File: src/rtl/slt_pkg.sv
package slt_pkg;
  localparam int SLT_ENTRIES = 16;
  localparam int SLT_TAG_W   = 7;
  localparam int SLT_ADDR_W  = 40;
  localparam int SLT_GRAN_LG = 3;

  // where an allocate lands
  typedef enum logic [1:0] {
    WAY_RETAG = 2'd0,
    WAY_FREE  = 2'd1,
    WAY_EVICT = 2'd2
  } way_src_e;
endpackage

File: src/rtl/slt_cam.sv
module slt_cam #(
  parameter int N = 16,
  parameter int W = 8
) (
  input  logic [W-1:0]        key,
  input  logic [N-1:0]        live,
  input  logic [N-1:0][W-1:0] field,
  output logic [N-1:0]        hit
);
  genvar g;
  generate
    for (g = 0; g < N; g++) begin : g_cmp
      assign hit[g] = live[g] && (field[g] == key);
    end
  endgenerate
endmodule

File: src/rtl/slt_age.sv
module slt_age #(
  parameter int N  = 16,
  parameter int IW = $clog2(N)
) (
  input  logic          clk,
  input  logic          rst_n,
  input  logic          touch,
  input  logic [IW-1:0] touch_idx,
  output logic [IW-1:0] victim_idx
);
  // older_q[i][j] = 1 : entry i was allocated before entry j
  logic [N-1:0][N-1:0] older_q, older_d;

  always_comb begin
    older_d = older_q;
    for (int i = 0; i < N; i++) begin
      older_d[touch_idx][i] = 1'b0;
      older_d[i][touch_idx] = (i != int'(touch_idx));
    end
  end

  always_ff @(posedge clk or negedge rst_n) begin
    if (!rst_n)     older_q <= '0;
    else if (touch) older_q <= older_d;
  end

  // oldest entry: older than every other one
  always_comb begin
    logic [N-1:0] self_m;
    victim_idx = '0;
    for (int i = N - 1; i >= 0; i--) begin
      self_m    = '0;
      self_m[i] = 1'b1;
      if (&(older_q[i] | self_m)) victim_idx = IW'(i);
    end
  end
endmodule

File: src/rtl/slt_pick.sv
module slt_pick
  import slt_pkg::*;
#(
  parameter int N  = 16,
  parameter int IW = $clog2(N)
) (
  input  logic [N-1:0]  retag_hit,
  input  logic [N-1:0]  free,
  input  logic [IW-1:0] victim_idx,
  output logic [IW-1:0] way_idx
);
  way_src_e     src;
  logic [IW-1:0] free_idx, retag_idx;

  always_comb begin
    free_idx  = '0;
    retag_idx = '0;
    for (int i = N - 1; i >= 0; i--) begin
      if (free[i])      free_idx  = IW'(i);
      if (retag_hit[i]) retag_idx = IW'(i);
    end
    if (|retag_hit)  src = WAY_RETAG;
    else if (|free)  src = WAY_FREE;
    else             src = WAY_EVICT;
  end

  always_comb begin
    unique case (src)
      WAY_RETAG: way_idx = retag_idx;
      WAY_FREE:  way_idx = free_idx;
      default:   way_idx = victim_idx;
    endcase
  end
endmodule

File: src/rtl/spec_load_table.sv
module spec_load_table
  import slt_pkg::*;
#(
  parameter int ENTRIES = SLT_ENTRIES,
  parameter int TAG_W   = SLT_TAG_W,
  parameter int ADDR_W  = SLT_ADDR_W,
  parameter int GRAN_LG = SLT_GRAN_LG
) (
  input  logic              clk,
  input  logic              rst_n,
  input  logic              alloc_vld,
  input  logic [TAG_W-1:0]  alloc_tag,
  input  logic [ADDR_W-1:0] alloc_addr,
  input  logic              st_vld,
  input  logic [ADDR_W-1:0] st_addr,
  input  logic              chk_vld,
  input  logic [TAG_W-1:0]  chk_tag,
  input  logic              chk_clr,
  output logic              chk_resp_vld,
  output logic              chk_redirect
);
  localparam int IW = $clog2(ENTRIES);
  localparam int GW = ADDR_W - GRAN_LG;

  logic [ENTRIES-1:0]            vld_q, vld_a, vld_d;
  logic [ENTRIES-1:0][TAG_W-1:0] tag_q, tag_d;
  logic [ENTRIES-1:0][GW-1:0]    gran_q, gran_d;
  logic [ENTRIES-1:0]            retag_hit, chk_hit, st_hit;
  logic [IW-1:0]                 victim_idx, way_idx;
  logic [GW-1:0]                 alloc_gran, st_gran;
  logic                          table_en;
  logic                          resp_vld_d, redirect_d;

  assign alloc_gran = alloc_addr[ADDR_W-1:GRAN_LG];
  assign st_gran    = st_addr[ADDR_W-1:GRAN_LG];

  slt_cam #(.N(ENTRIES), .W(TAG_W)) u_alloc_cam (
    .key(alloc_tag), .live(vld_q), .field(tag_q), .hit(retag_hit)
  );

  slt_cam #(.N(ENTRIES), .W(TAG_W)) u_chk_cam (
    .key(chk_tag), .live(vld_q), .field(tag_q), .hit(chk_hit)
  );

  slt_age #(.N(ENTRIES), .IW(IW)) u_age (
    .clk(clk), .rst_n(rst_n), .touch(alloc_vld),
    .touch_idx(way_idx), .victim_idx(victim_idx)
  );

  slt_pick #(.N(ENTRIES), .IW(IW)) u_pick (
    .retag_hit(retag_hit), .free(~vld_q),
    .victim_idx(victim_idx), .way_idx(way_idx)
  );

  // step 1: clear on check, then allocate
  always_comb begin
    vld_a  = vld_q;
    tag_d  = tag_q;
    gran_d = gran_q;
    if (chk_vld && chk_clr) vld_a = vld_a & ~chk_hit;
    if (alloc_vld) begin
      vld_a[way_idx]  = 1'b1;
      tag_d[way_idx]  = alloc_tag;
      gran_d[way_idx] = alloc_gran;
    end
  end

  // step 2: store snoop applied to the post-allocate table
  slt_cam #(.N(ENTRIES), .W(GW)) u_st_cam (
    .key(st_gran), .live(vld_a), .field(gran_d), .hit(st_hit)
  );

  always_comb begin
    vld_d    = st_vld ? (vld_a & ~st_hit) : vld_a;
    table_en = alloc_vld | st_vld | (chk_vld & chk_clr);
  end

  always_comb begin
    resp_vld_d = chk_vld;
    redirect_d = chk_vld && !(|chk_hit);
  end

  always_ff @(posedge clk or negedge rst_n) begin
    if (!rst_n)        vld_q <= '0;
    else if (table_en) vld_q <= vld_d;
  end

  always_ff @(posedge clk) begin
    if (alloc_vld) begin
      tag_q  <= tag_d;
      gran_q <= gran_d;
    end
  end

  always_ff @(posedge clk or negedge rst_n) begin
    if (!rst_n) begin
      chk_resp_vld <= 1'b0;
      chk_redirect <= 1'b0;
    end else begin
      chk_resp_vld <= resp_vld_d;
      chk_redirect <= redirect_d;
    end
  end
endmodule

File: config.mk
export PLATFORM = sky130hd
export DESIGN_NAME = spec_load_table
export DESIGN_NICKNAME = d
export VERILOG_FILES = /design/src/rtl/slt_pkg.sv /design/src/rtl/slt_cam.sv /design/src/rtl/slt_age.sv /design/src/rtl/slt_pick.sv /design/src/rtl/spec_load_table.sv
export SDC_FILE = /design/constraint.sdc
export NUM_CORES = 2
export LEC_CHECK = 0
export BUFFER_PORTS_ARGS = -buffer_cell sky130_fd_sc_hd__buf_4
export CAP_MARGIN = 10
export CORE_MARGIN = 2
export CORE_UTILIZATION = 45
export CTS_CLUSTER_SIZE = 24
export DETAILED_ROUTE_END_ITERATION = 12
export HOLD_SLACK_MARGIN = 0.08
export PLACE_DENSITY = 0.61
export SLEW_MARGIN = 40
export SYNTH_ARGS = -nofsm -noshare
export SYNTH_HDL_FRONTEND = slang
export SYNTH_HIERARCHICAL = 1
export SYNTH_SLANG_ARGS = --single-unit
File: constraint.sdc
create_clock -name clk -period 7.4 [get_ports clk]
set_input_delay 0.37 -clock clk [delete_from_list [all_inputs] [get_ports clk]]
set_output_delay 0.37 -clock clk [all_outputs]
set_load 0.01 [all_outputs]
==> impl_metrics.py <==
metrics = {
    "status": {
        "status": "finished clean",
    },
    "cells_and_area": {
        "area_growth_pct": 9.602,
        "nets": 3840,
        "fillCellCount": 9556,
        "final_cells": 5240,
        "drive_above_1_share_pct": 25.07,
    },
    "sta": {
        "max_freq_mhz": 161.4,
        "layout_min_cycle_time_ns": 6.198,
        "setup_viol": 0,
        "fin_skew_ns": 0.02584,
        "relSlewSlack_pct": 42.26,
        "finalCritPeriodShare_pct": 83.75,
        "tightest_slew_ns": 0.8582,
        "rsz0062_at_grt": "false",
        "fin_setup_tns_ns": 0,
        "fin_ws_ns": 1.202,
        "hold-worst-slack_ns": 0.1482,
        "finalHoldViolCount": 0,
        "slew_violations": 0,
    },
    "yosys": {
        "synth_cell_type_count": 63,
        "seq_area_frac_synth_pct": 56.34,
        "synth_edf_count": 704,
        "synth.most_common_cell": "edfxtp_1",
        "synthesis.nets": 3828,
        "ys_warn_count": 6,
        "yosys-top-cells-count": "edfxtp_1 (704), mux2_2 (590), xor2_1 (520)",
        "synth_top_area_share_pct": 43.16,
        "ys_seq_elements": 962,
        "syn_area_um2": 48980,
        "ys_async_sr_fraction_pct": 26.82,
        "yosysTopAreaCell": "edfxtp_1",
        "synthFlopType": "edfxtp_1",
        "synth_area_leaders": "edfxtp_1 (43%), mux2_2 (14%), dfrtp_1 (13%)",
        "syn_avg_cell_area_um2": 13.14,
        "netlist_instances": 3728,
    },
    "clock_network": {
        "cts_root_buf": "clkbuf_16",
        "cts_buffers": 104,
        "cts_buffer_depth": 3,
        "clock_latency_ns": 0.69,
        "htree_levels": 3,
        "cts_tree": "built",
        "cts_setup_buffers": 0,
        "path_clk_slew_ns": 0.06,
        "clock-sinks": 962,
    },
    "route": {
        "vias_per_cell": 5.879,
        "dr_total_vias": 30810,
        "drt_iter0_markers": 3319,
        "finalWirelength_um": 148300,
        "drc_errors": 0,
        "first_pass_iters": 5,
        "ant_nets": 0,
        "wl_per_cell_um": 28.29,
    },
    "floorplan": {
        "die_w_um": 333.9,
        "die_area_um2": 111500,
        "pin_count": 102,
        "fp.coreArea_um2": 108400,
        "start_util_pct": 45.19,
        "die_y_um": 333.9,
        "rows": 121,
    },
    "worst_setup_path": {
        "crit_path_max_incr_delay_ns": 0.77,
        "path_cells": "nand4_1, nor4_1, nor2_1, a31oi_1, o21ai_1, a21oi_1, o21bai_1, a21oi_1, nand3b_1, nor2_4, mux2_2, xor2_1, nor4_1, nand4_1, nor3_1, a21oi_1",
        "critPathArrivalTime_ns": 6.76,
        "endpoint_kind": "register",
        "cp-start-kind": "register",
        "critPathTopFamily": "simple AND/OR/NAND/NOR gates",
        "crit_path_frequent_cell": "a21oi_1",
        "crit_buf_inv": 0,
        "crit_path_top_delay_cell": "nor4_1",
        "critPathKind": "reg2reg",
        "critPathMaxFanout": 11,
        "cp.required_ns": 7.96,
    },
    "global_routing": {
        "grt_pass1_vias": 29880,
        "antenna_found_initial": 11,
        "grt_use_total_pct": 26.28,
        "grt_overflow": 0,
        "grt_first_pass_wirelength_um": 212400,
        "grt_max_degree": 160,
    },
    "pwr": {
        "ir_drop_mv": 0.2616,
        "power.density_nw_per_um2": 392.1,
        "power_mw": 21.05,
        "leakage_nw": 19.79,
    },
    "hold_path": {
        "hold_path_class": "in2reg",
    },
    "run": {
        "cap_violations": 0,
    },
    "placement": {
        "dp_cells": 5043,
        "dp_slack_ns": 1.300,
        "hpwl_um": 85650,
        "place.gp.congestion": 0.8070,
        "numPortBuffers": 95,
    },
}
per-stage QoR:
| stage | util [%] | instance area (um^2) |
|---|---|---|
| 6_report | 49.53 | 53690 |
| 5_1_grt | 49.52 | 53680 |
| 4_1_cts | 49.46 | 53610 |
| 3_5_place_dp | 46.36 | 50250 |
| 3_3_place_gp | 46.28 | 50170 |
| 2_1_floorplan | - | 48980 |
cell type report:
| cell class | count | area [um^2] | area share (%) |
|---|---|---|---|
| clock inverter | 39 | 290.3 | 0.5407 |
| multi-input combinational | 2468 | 19460 | 36.26 |
| tap | 1414 | 1769 | 3.296 |
| timing repair buffer | 152 | 1328 | 2.473 |
| antenna | 1 | 2.502 | 0.004661 |
| sequential | 962 | 27600 | 51.40 |
| clock buffer | 152 | 3039 | 5.661 |
| inverter | 52 | 195.2 | 0.3636 |
repair_timing:
action / CTS / global route
hold buffers: 3 / 0
gates resized for setup: 0 / 0
hold endpoints to repair: 116 / 0
sequential cells by signal, summed over array words and instances, names as in the netlist:
register and flops:
chk_redirect 1, chk_resp_vld 1, u_age/older_q 240, tag_q 112, gran_q 592, vld_q 16
path summary, 6_finish.rpt:
path,from,to,slack (ns),cells past startpoint
worst max-delay path,u_age/older_q[112]$_DFFE_PN0P_,vld_q[6]$_DFFE_PN0P_,1.20,16
worst min-delay path,alloc_vld,gran_q[157]$_DFFE_PP_,0.15,1
worst max register to register,u_age/older_q[112]$_DFFE_PN0P_,vld_q[6]$_DFFE_PN0P_,1.20,16
worst min register to register,u_age/older_q[219]$_DFFE_PN0P_,u_age/older_q[219]$_DFFE_PN0P_,0.48,2
max in group asynchronous,rst_n,u_age/older_q[246]$_DFFE_PN0P_,6.00,4
min in group asynchronous,rst_n,chk_redirect$_DFF_PN0_,0.17,2
logic make-up (layout without fill, tap and decap cells):
group                     after synthesis  count (layout)  share of synthesized area [%]
xor gates and xnor gates              802             802                          14.37
and+or+nand+nor                       963             963                          9.760
buffers and inverters                 298             395                          4.266
DFF                                   962             962                          56.34
other                                   0               1                              0
AOI/OAI and AO/OA                     111             111                          1.653
muxes                                 592             592                          13.61
where the power goes:
group          total [mW]  switching (mW)  internal, mW
combinational        7.42            4.28          3.14
clock                5.12            2.21          2.91
sequential           8.51           0.648          7.86
total                21.0            7.14          13.9
placed cells by master (no fill, tap or decap), types with 133 or more instances in the layout:
cell type,n
nor2_1,245
mux2_2,590
nand2_1,273
xor2_1,520
dfrtp_1,258
edfxtp_1,704
nand4_1,155
buf_4,133
xnor2_1,280
nor4_1,145
routing by layer:
metal	GRT usage, %	wire length, um	up-vias
li1	-	-	13340
met1	37.62	64730	16000
met2	41.94	68680	1227
met3	3.462	10450	243
met4	7.380	4392	2
met5	0	11	-
worst register-to-register path, stage by stage, from the launching register on:
cell	delay (ns)
dfrtp_1	0.35
nand4_1	0.11
nor4_1	0.77
nor2_1	0.21
a31oi_1	0.37
o21ai_1	0.13
a21oi_1	0.17
o21bai_1	0.08
a21oi_1	0.56
nand3b_1	0.38
nor2_4	0.61
mux2_2	0.46
xor2_1	0.15
nor4_1	0.67
nand4_1	0.56
nor3_1	0.38
a21oi_1	0.11
Note: power is estimated with default switching activity, not from simulation.
